File: src/rtl/dcf_pkg.sv
package dcf_pkg;
  localparam int unsigned DCF_EXP_W    = 2;
  localparam int unsigned DCF_MAN_W    = 5;
  localparam int unsigned DCF_CAP_W    = 2;
  localparam int unsigned DCF_ENERGY_W = 16;
  localparam int unsigned DCF_CNT_W    = 8;
  localparam int unsigned DCF_STEP     = 3;
endpackage

File: src/rtl/dcf_lin_lut.sv
module dcf_lin_lut #(
  parameter int unsigned EXP_W    = dcf_pkg::DCF_EXP_W,
  parameter int unsigned MAN_W    = dcf_pkg::DCF_MAN_W,
  parameter int unsigned ENERGY_W = dcf_pkg::DCF_ENERGY_W,
  parameter int unsigned STEP     = dcf_pkg::DCF_STEP
) (
  input  logic [EXP_W+MAN_W-1:0] code_i,
  output logic [ENERGY_W-1:0]    energy_o
);
  localparam int unsigned CODE_W = EXP_W + MAN_W;
  localparam int unsigned DEPTH  = 1 << CODE_W;

  function automatic logic [ENERGY_W-1:0] lin_entry(input int unsigned idx);
    int unsigned ex;
    int unsigned mn;
    ex = idx >> MAN_W;
    mn = idx & ((1 << MAN_W) - 1);
    return ENERGY_W'(((mn + 1) << (STEP * ex)) - 1);
  endfunction

  logic [ENERGY_W-1:0] table_w [DEPTH];

  for (genvar g = 0; g < DEPTH; g++) begin : g_entry
    assign table_w[g] = lin_entry(g);
  end

  assign energy_o = table_w[code_i];
endmodule

File: src/rtl/dcf_cap_track.sv
module dcf_cap_track #(
  parameter int unsigned CAP_W = dcf_pkg::DCF_CAP_W,
  parameter int unsigned CNT_W = dcf_pkg::DCF_CNT_W
) (
  input  logic             clk,
  input  logic             rst_n,
  input  logic             fire_i,
  input  logic             gap_i,
  input  logic [CAP_W-1:0] cap_i,
  output logic             mismatch_o,
  output logic [CNT_W-1:0] count_o,
  output logic             flag_o
);
  localparam logic [CNT_W-1:0] CNT_MAX = '1;

  logic             have_q;
  logic [CAP_W-1:0] prev_q;
  logic [CAP_W-1:0] expect_w;

  assign expect_w   = prev_q + CAP_W'(1);
  assign mismatch_o = fire_i && have_q && (cap_i != expect_w);

  always_ff @(posedge clk or negedge rst_n) begin
    if (!rst_n) begin
      have_q  <= 1'b0;
      prev_q  <= '0;
      count_o <= '0;
      flag_o  <= 1'b0;
    end else if (fire_i) begin
      have_q <= 1'b1;
      prev_q <= cap_i;
      if (gap_i) begin
        count_o <= CNT_W'(mismatch_o);
        flag_o  <= mismatch_o;
      end else begin
        if (mismatch_o && count_o != CNT_MAX) count_o <= count_o + CNT_W'(1);
        flag_o <= flag_o | mismatch_o;
      end
    end
  end
endmodule

File: src/rtl/dcf_out_reg.sv
module dcf_out_reg #(
  parameter int unsigned W = 8
) (
  input  logic         clk,
  input  logic         rst_n,
  input  logic         load_i,
  input  logic         ready_i,
  input  logic [W-1:0] d_i,
  output logic         valid_o,
  output logic [W-1:0] q_o
);
  always_ff @(posedge clk or negedge rst_n) begin
    if (!rst_n) begin
      valid_o <= 1'b0;
      q_o     <= '0;
    end else if (load_i) begin
      valid_o <= 1'b1;
      q_o     <= d_i;
    end else if (ready_i) begin
      valid_o <= 1'b0;
    end
  end
endmodule

File: src/rtl/dcf_frame_decoder.sv
module dcf_frame_decoder #(
  parameter int unsigned EXP_W    = dcf_pkg::DCF_EXP_W,
  parameter int unsigned MAN_W    = dcf_pkg::DCF_MAN_W,
  parameter int unsigned CAP_W    = dcf_pkg::DCF_CAP_W,
  parameter int unsigned ENERGY_W = dcf_pkg::DCF_ENERGY_W,
  parameter int unsigned CNT_W    = dcf_pkg::DCF_CNT_W,
  parameter int unsigned STEP     = dcf_pkg::DCF_STEP
) (
  input  logic                                 clk,
  input  logic                                 rst_n,
  input  logic                                 in_valid,
  output logic                                 in_ready,
  input  logic [2*(EXP_W+MAN_W)+CAP_W-1:0]     in_frame,
  input  logic                                 in_link_err,
  input  logic                                 in_gap,
  output logic                                 out_valid,
  input  logic                                 out_ready,
  output logic                                 out_gap,
  output logic [ENERGY_W-1:0]                  ch_a_energy,
  output logic                                 ch_a_cap_err,
  output logic                                 ch_a_frame_err,
  output logic [ENERGY_W-1:0]                  ch_b_energy,
  output logic                                 ch_b_cap_err,
  output logic                                 ch_b_frame_err
);
  localparam int unsigned CODE_W  = EXP_W + MAN_W;
  localparam int unsigned FRAME_W = 2 * CODE_W + CAP_W;
  localparam int unsigned CH_W    = ENERGY_W + 2;
  localparam int unsigned PAY_W   = 1 + 2 * CH_W;

  if (ENERGY_W < CNT_W + 1) begin : g_width_bad
    initial $error("energy field too narrow for the gap report");
  end

  logic                fire;
  logic [CODE_W-1:0]   code  [2];
  logic [ENERGY_W-1:0] lin   [2];
  logic [CH_W-1:0]     chan_d[2];
  logic [CAP_W-1:0]    cap;
  logic                mismatch;
  logic [CNT_W-1:0]    cnt_q;
  logic                flag_q;
  logic [ENERGY_W-1:0] gap_word;
  logic [PAY_W-1:0]    pay_d;
  logic [PAY_W-1:0]    pay_q;

  assign fire     = in_valid && in_ready;
  assign in_ready = !out_valid || out_ready;
  assign code[0]  = in_frame[CODE_W-1:0];
  assign code[1]  = in_frame[2*CODE_W-1:CODE_W];
  assign cap      = in_frame[FRAME_W-1:2*CODE_W];
  assign gap_word = ENERGY_W'({flag_q, cnt_q});

  for (genvar ch = 0; ch < 2; ch++) begin : g_chan
    dcf_lin_lut #(
      .EXP_W(EXP_W), .MAN_W(MAN_W), .ENERGY_W(ENERGY_W), .STEP(STEP)
    ) u_lut (
      .code_i  (code[ch]),
      .energy_o(lin[ch])
    );

    always_comb begin
      if (in_gap) chan_d[ch] = {gap_word, flag_q, in_link_err};
      else        chan_d[ch] = {lin[ch], mismatch, in_link_err};
    end
  end

  dcf_cap_track #(.CAP_W(CAP_W), .CNT_W(CNT_W)) u_track (
    .clk       (clk),
    .rst_n     (rst_n),
    .fire_i    (fire),
    .gap_i     (in_gap),
    .cap_i     (cap),
    .mismatch_o(mismatch),
    .count_o   (cnt_q),
    .flag_o    (flag_q)
  );

  assign pay_d = {in_gap, chan_d[1], chan_d[0]};

  dcf_out_reg #(.W(PAY_W)) u_out (
    .clk    (clk),
    .rst_n  (rst_n),
    .load_i (fire),
    .ready_i(out_ready),
    .d_i    (pay_d),
    .valid_o(out_valid),
    .q_o    (pay_q)
  );

  assign out_gap        = pay_q[PAY_W-1];
  assign ch_b_energy    = pay_q[2*CH_W-1 -: ENERGY_W];
  assign ch_b_cap_err   = pay_q[CH_W+1];
  assign ch_b_frame_err = pay_q[CH_W];
  assign ch_a_energy    = pay_q[CH_W-1 -: ENERGY_W];
  assign ch_a_cap_err   = pay_q[1];
  assign ch_a_frame_err = pay_q[0];
endmodule

File: config.mk
export PLATFORM = sky130hd
export DESIGN_NAME = dcf_frame_decoder
export DESIGN_NICKNAME = d
export VERILOG_FILES = /design/src/rtl/dcf_pkg.sv /design/src/rtl/dcf_lin_lut.sv /design/src/rtl/dcf_cap_track.sv /design/src/rtl/dcf_out_reg.sv /design/src/rtl/dcf_frame_decoder.sv
export SDC_FILE = /design/constraint.sdc
export NUM_CORES = 1
export LEC_CHECK = 0
export CORE_UTILIZATION = 60
export DETAILED_ROUTE_END_ITERATION = 8
export DONT_BUFFER_PORTS = 1
export GPL_ROUTABILITY_DRIVEN = 0
export PLACE_DENSITY_LB_ADDON = 0.15
export SYNTH_ARGS = -nofsm -noshare
export SYNTH_HDL_FRONTEND = slang
export SYNTH_SLANG_ARGS = --single-unit
export TNS_END_PERCENT = 1
File: constraint.sdc
create_clock -name clk -period 2 [get_ports clk]
set_input_delay 0.4 -clock clk [delete_from_list [all_inputs] [get_ports clk]]
set_output_delay 0.4 -clock clk [all_outputs]
set_load 0.01 [all_outputs]
Word level (Yosys, flattened, before mapping)
Memory sizes are Yosys's and may differ from the RTL's.
Index checks and enable logic that the tools add are counted.

word-level totals
  register bits after elaboration = 50
  latch bits = 0
  memory bits (writable) = 0
  memory bits (read-only) = 4,096
  logic and storage cells = 37
  memories kept = 2

memories
  memory            words  bits a word  read ports  clocked after memory_dff  write ports  line               RTL
  (name not given)  128    16           1           0                         0            dcf_lin_lut.sv:27  assign energy_o = table_w[code_i];
  (name not given)  128    16           1           0                         0            dcf_lin_lut.sv:27

operators by class
  $add $sub $neg = 2
  $mul = 0
  divide/modulo/power cells = 0
  order comparisons = 2
  equality and inequality tests = 2
  shift operators = 0
  mux-type cells = 11
  bitwise operators = 3
  reduce and logical (&&, ||, !) cells = 9

operator list
  operator             count
  $mux 16              4
  $mux 18              2
  $ge 8x8->1 const B   2
  $mux 8               2
  $not 7->8            2
  $add 8x1->8 const B  1
  $ne 8x8->1 const B   1
  $logic_and 1x1->1    4
  $reduce_bool 2->1    2
  $mux 1               3
  $add 2x1->2 const B  1
  $ne 2x2->1           1
  $reduce_and 2->1     1
  $logic_not 1->1      1
  $logic_or 1x1->1     1
  $or 1x1->1           1

Longest topological paths before layout
Gate-level depths: netlist of run 1.

  depth after elaboration = 8
  gate-level depth with buffers = 6
  depth with buffers taken out = 6

By module
Synthesis of run 1 repeated with hierarchy kept, for this count alone.

unflattened totals
  cells, all modules = 269
  area total of the unflattened synthesis = 2,837.7 µm²

modules (own cells, without submodules)
  module             times used  cells an instance  area each (µm²)  sequential area each (µm²)
  dcf_out_reg        1           81                 1,488.9          950.9
  dcf_cap_track      1           71                 698.2            300.3
  dcf_frame_decoder  1           67                 325.3            0.0
  dcf_lin_lut        2           25                 162.7            0.0

Worst setup path before layout of run 1
OpenSTA, ideal clock, no wires.

  path kind = register -> register
  start point = register u_track.count_o[0]
  end point = register u_track.count_o[3]
  library setup time = 0.087 ns
  arrival = 1.699 ns
  slack = 0.214 ns
  cell stages (with the launch flop) = 7
  path buffers = 0
  period minus slack after synthesis = 1.786 ns
  cell sequence = dfrtp_1 ha_1 and4_4 a2111oi_4 nand3_4 or3_1 o211ai_1

on the way
  word-level cells in the longest chain between the ends = 4
  elaborated cells on any way between the ends = 7

RTL lines
  element                                              line                 RTL
  start, declared                                      dcf_cap_track.sv:11  output logic [CNT_W-1:0] count_o,
  start signal, assigned                               dcf_cap_track.sv:33  count_o <= CNT_W'(mismatch_o);
  start signal, assigned                               dcf_cap_track.sv:36  if (mismatch_o && count_o != CNT_MAX) count_o <= count_o + CNT_W'(1);
  branches (longest 4 deep; another with $add 8x1->8)  -

Parallel ways; which one is timed is not known. The select of a mux whose other input is x is not followed.
A chain may end at the register's enable or synchronous reset.

Final worst setup path of run 1
Same ends and word-level chain as after synthesis.

==> results by group, run 1 <==
Status
  – Run status: finished, final reports clean

Detailed routing
  – DR WL met3: between 300 and 400 um
  – Met2 wire length: 2410 um
  – Post-DRT Antenna Nets: 0
  – Drt pass-1 iters: 4
  – Via density per instance: ~6.2
  – Metal-1 WL: slightly above 2000 um
  – Top Metal Used: met4
  – Vias: around 1700
  – Wirelength per Cell: ~17 um
  – DRC errors left: 0
  – WL final: 4830 um
  – 1st-iter DRT viols: approximately 160

STA
  – Unrepaired setup endpoints after global routing: false
  – Final setup TNS: 0 ps
  – Max Freq: 0.527 GHz
  – Finish-stage setup viols: 0
  – Final period utilization: a little over nine tenths
  – Final Hold Fails: 0
  – Final hold slack: around 130 ps
  – Tmin final: between 1500 and 2000 ps
  – Post-Route Skew: around 11 ps
  – Fin. max-slew vios: 0

Floorplan
  – Die Footprint: 3900 um^2
  – Rows: 21
  – Die Span Y: 62.5 um
  – I/O pins: 61
  – DIE WIDTH: roughly 62 um
  – Core area: ~3400 um^2
  – Initial core utilization: about 64%

Power and ir drop
  – PD cells: roughly 860 nW/um^2
  – Cell internal pwr: around 1.5 mW
  – IR drop worst, VDD: 0.522 mV
  – P_leak: about 1.1 nW
  – Combinational power share: between 10 and 15%
  – P_sw: a little under 0.6 mW
  – Seq pwr share: between 50% and 60%
  – Clk pwr share: between 30% and 40%
  – Switch share: roughly 28%

Synthesis
  – Synth Register Bits: 44
  – Register area share after synthesis: 50.2%
  – FFs w/ async S/R, synth: between 90% and 100%
  – Yosys warns: 0
  – Syn avg cell area: approximately 9.6 um^2
  – Synth top area share: 50.2%
  – Synth cell count leaders: nand2_1 (46), dfrtp_1 (44), o21ai_0 (21)
  – Synth Instances: 229
  – EDFF count, synth: 0
  – Most common cell in the netlist: nand2_1
  – Synth cell types: 39
  – Largest area contributor in the netlist: dfrtp_1
  – Main area contributors after synthesis: dfrtp_1 (50%), nand2_1 (7.9%), o21ai_0 (4.8%)
  – Ys flop type: dfrtp_1
  – Post-Syn Area: about 2200 um^2

CTS
  – CTS Buf Count: 5
  – Clock Pin Slew Worst Setup and Hold Paths: 130 ps
  – Max clock buf depth: 2
  – Skew-Pair Late Insertion Delay: between 300 and 400 ps
  – H-Tree Depth: 2
  – Clock Root Buffer: clkbuf_4
  – Clock Sink Count: between 40 and 50
  – CTS tree: done

Final layout
  – ANT cells: 0
  – Share of cells above drive strength 1: 12.6%
  – Seq. cell area: roughly 1100 um^2
  – Multi-input gate area: 1000 um^2
  – Filler cells: 270
  – Area delta synth->final: 7.87%
  – Final-stage net count: approximately 250

Critical path
  – Crit path cell chain: ha_2 -> and4_4 -> a2111oi_4 -> nand3_4 -> or3_1 -> o211ai_1
  – CP max FO: 8
  – Kind of critical path: reg -> reg
  – Worst path arrival time: approximately 2200 ps
  – CP Launch Type: flop
  – Worst path bufs/invs: 0
  – WP data required: 2280 ps
  – Top delay family on crit path: simple AND/OR/NAND/NOR gates
  – Worst Setup End Kind: flop
  – CP max stage delay: approximately 450 ps
  – Crit-path slowest cell: dfrtp_1

GRT
  – First-pass GRT wire length: about 8200 um
  – Gr ovfl total: 0
  – Vias in the first global route: approximately 1700
  – Total GRT Usage: between 20% and 30%
  – Initial antenna violation count: 0
  – Largest net degree at the start of global routing: 53

Place
  – DP Wirelength: between 3000 and 4000 um
  – # port buffers: 0

Flow run
  – Max Cap Viol: 0

Min path
  – Hold WC Path Type: in -> reg
==> what timing repair did <==
item	CTS	global route
resized for setup	0	2
endpoints found under the hold margin	44	0
buffers inserted	0	3
hold buffers	2	0
setup endpoints to repair	0	5
==> worst reg2reg max path, cell delays in order (launching register included) <==
cell	delay, ps
dfrtp_1	450
ha_2	230
and4_4	180
a2111oi_4	350
nand3_4	140
or3_1	370
o211ai_1	90
==> kinds of logic (layout without fill, tap and decap cells) <==
family          Yosys count  in the layout  share of synthesized area, %
simple gates             82             82                          18.3
compound gates           71             71                          22.4
flops                    44             44                          50.2
buf+inv                  23             22                          5.02
mux                       6              6                          2.96
fa+ha+maj                 1              1                         0.570
other cells               1              4                         0.171
xor+xnor                  1              1                         0.399
==> metrics by stage <==
stage	power, mW	cell area [um^2]	setup WS, ps	util [%]	std cells
after floorplan	1.35	2210	214	-	232
after global placement	1.38	2210	170	64.7	264
after detailed placement	1.40	2210	72.7	64.7	264
after CTS	2.04	2340	40.1	68.4	274
after global routing	2.15	2370	23.8	69.3	277
final	2.04	2370	102	69.3	277
==> power groups by stage <==
stage / registers (mW) / clock network [mW] / logic (mW)
2_1_floorplan: 1.11 / 0 / 0.238
3_3_place_gp: 1.13 / 0 / 0.250
3_5_place_dp: 1.14 / 0 / 0.263
4_1_cts: 1.12 / 0.633 / 0.289
5_1_grt: 1.13 / 0.670 / 0.346
6_report: 1.12 / 0.618 / 0.303
==> sequential cells by signal, summed over array words and instances (netlist names) <==
register,flops
u_track.have_q,1
u_track.count_o,8
u_out.valid_o,1
u_track.prev_q,2
u_track.flag_o,1
u_out.q_o,31
==> area by class of cell <==
| class | instances | area share, % |
|---|---|---|
| Clock buffer | 7 | 2.75 |
| Clock inverter | 1 | 1.27 |
| Inverter | 6 | 0.951 |
| Multi-Input combinational cell | 165 | 42.4 |
| Sequential cell | 44 | 46.5 |
| Tap cell | 46 | 2.43 |
| Timing Repair Buffer | 8 | 3.70 |
==> layout by cell type, fill, tap and decap left out, drive strengths merged, types with 2 or more instances in the layout <==
| master | n |
|---|---|
| conb | 4 |
| nor3 | 3 |
| a211oi | 7 |
| nand2 | 46 |
| a211o | 2 |
| or3 | 4 |
| a22o | 10 |
| mux2i | 5 |
| o21ai | 21 |
| a21oi | 10 |
| buf | 7 |
| o211ai | 3 |
| dfrtp | 44 |
| o31ai | 7 |
| nand3 | 3 |
| nand2b | 6 |
| and2b | 4 |
| inv | 6 |
| nor2b | 3 |
| a21o | 5 |
| clkbuf | 7 |
| and3 | 3 |
| a31oi | 2 |
| nor2 | 8 |
==> final timing paths <==
check	start	end	slack, ps	cells past startpoint
min in group asynchronous	rst_n	u_out.q_o[10]	490	2
min	in_frame[14]	u_track.prev_q[0]	130	2
max in group asynchronous	rst_n	u_out.valid_o	1300	2
max reg2reg	u_track.count_o[0]	u_track.count_o[3]	100	6
min reg2reg	u_track.flag_o	u_track.flag_o	510	2
max	u_track.count_o[0]	u_track.count_o[3]	100	6
==> routing by layer <==
metal,track usage (%),up-vias
met1,37.0,845
li1,-,801
met3,8.94,7
met2,41.4,58
met5,0,-
met4,10.8,0
Note: power is estimated with default switching activity, not from simulation.
==> run 2, diff against run 1 <==
--- a/config.mk
+++ b/config.mk
@@ -10,7 +10,7 @@
 export DONT_BUFFER_PORTS = 1
 export GPL_ROUTABILITY_DRIVEN = 0
 export PLACE_DENSITY_LB_ADDON = 0.15
+export SKIP_CTS_REPAIR_TIMING = 1
 export SYNTH_ARGS = -nofsm -noshare
 export SYNTH_HDL_FRONTEND = slang
 export SYNTH_SLANG_ARGS = --single-unit
-export TNS_END_PERCENT = 1
==> results by group, run 2 (synthesis results as in run 1) <==
Critical path
  – Crit-path slowest cell: dfrtp_1
  – Worst Setup End Kind: flop
  – CP max FO: 8
  – CP max stage delay: about 440 ps
  – FF-to-FF End: u_track.count_o[3]
  – Worst r2r path cells: 6
  – CP Launch Type: flop
  – WP data required: 2280 ps
  – Kind of critical path: reg -> reg
  – Crit path cell chain: ha_2 -> and4_4 -> a2111oi_4 -> nand3_4 -> or3_1 -> o211ai_1
  – R2R setup slack: 110 ps
  – Worst r2r src: u_track.count_o[0]
  – Worst path arrival time: 2180 ps

Final layout
  – Final-stage net count: around 250
  – Commonest non-fill, non-tap cell in the layout: nand2_1
  – Fin util: between 60% and 70%
  – Commonest cells after routing, fill and taps aside: nand2_1 (46), dfrtp_1 (44), o21ai_0 (21)
  – Share of cells above drive strength 1: approximately an eighth
  – Top Registers: u_out.q_o (31), u_track.count_o (8), u_track.prev_q (2)
  – Non-filler cells in the finished layout: 277
  – Largest register FFs: 31
  – Biggest register: u_out.q_o
  – ANT cells: 0
  – Area delta synth->final: 8.21%

CTS
  – Clock Root Buffer: clkbuf_4
  – CTS tree: done
  – Max clock buf depth: 2
  – H-Tree Depth: 2
  – Clock Pin Slew Worst Setup and Hold Paths: 130 ps
  – Skew-Pair Late Insertion Delay: about 370 ps
  – Clock Sink Count: 44
  – CTS Buf Count: 5

STA
  – Final setup TNS: 0 ps
  – Final period utilization: between 90% and 100%
  – Max Freq: 0.528 GHz
  – Unrepaired setup endpoints after global routing: false
  – Final hold slack: ~120 ps
  – Fin. max-slew vios: 0
  – Tmin final: between 1500 and 2000 ps
  – Final Hold Fails: 0
  – Post-Route Skew: 10.1 ps
  – Finish-stage setup viols: 0

Floorplan
  – Die Span Y: around 62 um
  – Die Footprint: roughly 4000 um^2
  – Core area: 3420 um^2
  – Rows: 21
  – Initial core utilization: between 60 and 70%
  – DIE WIDTH: about 62 um
  – I/O pins: a little over 60

Place
  – # port buffers: 0
  – DP Wirelength: between 3000 and 4000 um
  – Placed insts: ~260

GRT
  – Initial antenna violation count: 0
  – First-pass GRT wire length: between 8000 and 9000 um
  – Total GRT Usage: a little over a quarter
  – Vias in the first global route: 1663
  – Largest net degree at the start of global routing: 53
  – Gr ovfl total: 0

Status
  – Run status: finished, final reports clean

Min path
  – Hold WC Path Type: in -> reg
  – Hold EP: u_track.prev_q[0]
  – Hold Path Depth: 2
  – Hold_sp: in_frame[14]

Detailed routing
  – Via density per instance: 6.17
  – Post-DRT Antenna Nets: 0
  – Wirelength per Cell: 17.6 um
  – DRC errors left: 0
  – Drt pass-1 iters: 4
  – 1st-iter DRT viols: 161
  – WL final: 4890 um
  – Vias: 1708

Power and ir drop
  – Clk pwr share: about 30%
  – Switch share: between 20% and 30%
  – Seq pwr share: a little over half
  – Cell internal pwr: between 1 and 1.5 mW
  – IR drop worst, VDD: 0.523 mV
  – Final Power: between 2 and 2.5 mW
  – Combinational power share: 15.0%
  – P_leak: between 1 and 1.5 nW
  – PD cells: around 860 nW/um^2
  – P_sw: 0.582 mW

Flow run
  – Max Cap Viol: 0
run 2: worst max path at each step:
stage / end / start / depth (start not counted)
floorplan: u_track.count_o[3] / u_track.count_o[0] / 6
global placement: u_track.count_o[3] / u_track.count_o[0] / 6
detailed placement: u_track.count_o[3] / u_track.count_o[0] / 6
CTS: u_track.count_o[3] / u_track.count_o[0] / 6
global route: u_track.count_o[3] / u_track.count_o[0] / 6
finish: u_track.count_o[3] / u_track.count_o[0] / 6
run 2: layer usage:
| layer | wire length, um | track usage, % |
|---|---|---|
| met1 | 2030 | 36.4 |
| met2 | 2460 | 41.2 |
| met3 | 320 | 8.94 |
| met4 | 71 | 10.8 |
| met5 | 0 | 0 |
run 2: cell type report:
class	instances	area [um^2]
Clock buffer	7	65.1
Clock inverter	1	30.0
Fill cell	263	1040
Inverter	6	22.5
Multi-Input combinational cell	165	1000
Sequential cell	44	1100
Tap cell	46	57.6
Timing Repair Buffer	8	95.1
run 2: power groups by stage:
| stage | clock, mW | combinational (mW) | sequential (mW) |
|---|---|---|---|
| after floorplan | 0 | 0.238 | 1.11 |
| after global placement | 0 | 0.250 | 1.13 |
| after detailed placement | 0 | 0.263 | 1.14 |
| after CTS | 0.633 | 0.265 | 1.12 |
| after global routing | 0.673 | 0.347 | 1.13 |
| final | 0.620 | 0.306 | 1.12 |
run 2: critical path: cells and delay by family (launching register included):
kind | cells | cell delay, ps
DFF | 1 | 440
and+or+nand+nor | 3 | 690
adders and majority gates | 1 | 230
AOI/OAI and AO/OA | 2 | 430
run 2: stage by stage:
step,setup slack [ps],instance area [um^2]
after CTS,40.1,2310
after detailed placement,72.7,2210
after global placement,170,2210
after global routing,22.4,2370
after floorplan,214,2210
final,106,2370
==> run 3, diff against run 2 <==
--- a/config.mk
+++ b/config.mk
@@ -5,7 +5,8 @@
 export SDC_FILE = /design/constraint.sdc
 export NUM_CORES = 1
 export LEC_CHECK = 0
-export CORE_UTILIZATION = 60
+export ABC_AREA = 0
+export CORE_UTILIZATION = 56
 export DETAILED_ROUTE_END_ITERATION = 8
 export DONT_BUFFER_PORTS = 1
 export GPL_ROUTABILITY_DRIVEN = 0
==> constraint.sdc (replaced) <==
create_clock -name clk -period 1.5 [get_ports clk]
set_input_delay 0.3 -clock clk [delete_from_list [all_inputs] [get_ports clk]]
set_output_delay 0.3 -clock clk [all_outputs]
set_load 0.01 [all_outputs]
==> results by group, run 3 (synthesis results as in run 1) <==
Final layout
  – Non-filler cells in the finished layout: just under 300
  – Share of cells above drive strength 1: between 20% and 30%
  – Top Registers: u_out.q_o (31), u_track.count_o (8), u_track.prev_q (2)
  – Biggest register: u_out.q_o
  – Commonest cells after routing, fill and taps aside: nand2_1 (45), dfrtp_1 (44), o21ai_0 (21), buf_4 (21), a22o_1 (10)
  – Commonest non-fill, non-tap cell in the layout: nand2_1
  – ANT cells: 0
  – Seq. cell area: 1100 um^2
  – Filler cells: 310
  – Largest register FFs: 31
  – Multi-input gate area: approximately 1000 um^2
  – Final-stage net count: 270
  – Area delta synth->final: 15.6%

Detailed routing
  – WL final: 5120 um
  – Wirelength per Cell: about 17 um
  – Via density per instance: 6.05
  – DRC errors left: 0
  – Post-DRT Antenna Nets: 0
  – Drt pass-1 iters: 4
  – 1st-iter DRT viols: 200
  – Vias: roughly 1800

Critical path
  – WP data required: about 1700 ps
  – Worst r2r path cells: 6
  – Worst Setup End Kind: flop
  – Crit. Startpoint: u_track.count_o[1]
  – Worst r2r src: u_track.count_o[1]
  – R2R setup slack: -220 ps
  – Kind of critical path: reg -> reg
  – Worst path arrival time: a little under 2000 ps
  – Critical path endpoint: u_track.count_o[4]
  – CP Launch Type: flop
  – CP max FO: 5
  – FF-to-FF End: u_track.count_o[4]

Power and ir drop
  – PD cells: ~1100 nW/um^2
  – P_leak: approximately 1.2 nW
  – IR drop worst, VDD: 0.781 mV
  – Final Power: between 2 and 3 mW

Place
  – DP Wirelength: 3600 um
  – Placed insts: ~280
  – # port buffers: 0

STA
  – Tmin final: around 1700 ps
  – Final period utilization: 115%
  – Max Freq: around 0.58 GHz
  – Worst Slack Setup Final: -224 ps
  – Fin. max-slew vios: 0
  – Unrepaired setup endpoints after global routing: true
  – Post-Route Skew: 7.27 ps
  – Finish-stage setup viols: 8
  – Final Hold Fails: 0

CTS
  – CTS tree: done
  – Max clock buf depth: 2
  – Clock Pin Slew Worst Setup and Hold Paths: 80 ps
  – CTS Buf Count: 5
  – H-Tree Depth: 2
  – Clock Sink Count: 44
  – Skew-Pair Late Insertion Delay: a little under 300 ps
  – Clock Root Buffer: clkbuf_8

Min path
  – Hold WC Path Type: in -> reg

Floorplan
  – Core area: 3720 um^2
  – I/O pins: just over 60
  – Die Span Y: around 65 um
  – Initial core utilization: about three fifths
  – Rows: 22
  – DIE WIDTH: 64.6 um
  – Die Footprint: 4170 um^2

Status
  – Run status: finished with violations
  – Failing checks: setup timing

GRT
  – Vias in the first global route: 1744
  – First-pass GRT wire length: 8090 um
  – Largest net degree at the start of global routing: 45
  – Initial antenna violation count: 0
  – Total GRT Usage: approximately 26%
  – Gr ovfl total: 0

Flow run
  – Max Cap Viol: 0
==> run 3: cell types whose count changed in the layout (fill, tap and decap cells not counted), sizes merged <==
cell	delta
buf	+17
bufinv	-1
clkbuf	-1
clkinv	+1
==> run 3: worst min-delay path by stage <==
stage	start	cells after the start	end
2_1_floorplan	rst_n	0	u_out.q_o[10]
3_5_place_dp	rst_n	0	u_out.q_o[29]
6_report	in_link_err	2	u_out.q_o[18]
5_1_grt	in_link_err	2	u_out.q_o[18]
3_3_place_gp	rst_n	0	u_out.q_o[29]
4_1_cts	rst_n	0	u_out.q_o[29]
==> run 3: per-layer routing <==
metal / vias to the layer above / track usage [%] / share of wire, %
li1: 836 / - / -
met1: 864 / 30.6 / 41
met2: 72 / 43.3 / 49
met3: 14 / 7.39 / 6.8
met4: 0 / 12.2 / 2.5
met5: - / 0 / 0
==> run 3: per-stage QoR <==
stage                     setup TNS (ps)  worst slack [ps]  utilization, %  hold slack, ps  area (um^2)
after floorplan                     -867              -268               -            4.41         2220
after CTS                          -2340              -304            65.5            -311         2430
after detailed placement           -2030              -282            63.4            5.28         2360
after global routing               -1970              -294            68.2             112         2540
after global placement             -1230              -207            63.4            5.27         2360
final                              -1380              -224            68.2             107         2540
==> run 3: worst max-delay path, stage by stage, from the launching register on <==
cell       delay, ps
dfrtp_1          390
ha_2             190
and4_4           160
a2111oi_4        340
nand3_4          130
or3_1            320
o211ai_1         100
==> run 3: where the power goes <==
part	total, mW	leakage, nW	switching, mW	internal (mW)
logic	0.499	0.570	0.264	0.234
registers	1.48	0.557	0.154	1.33
clock network	0.702	0.0410	0.385	0.317
total	2.68	1.17	0.803	1.88
==> run 3: final cells by class <==
type,instances,area share (%)
inverters,6,0.888
repair buffers,25,8.93
well taps,48,2.37
clock inverters,1,0.197
clock buffers,6,2.86
multi-input cells,165,41.3
flip-flops and latches,44,43.4
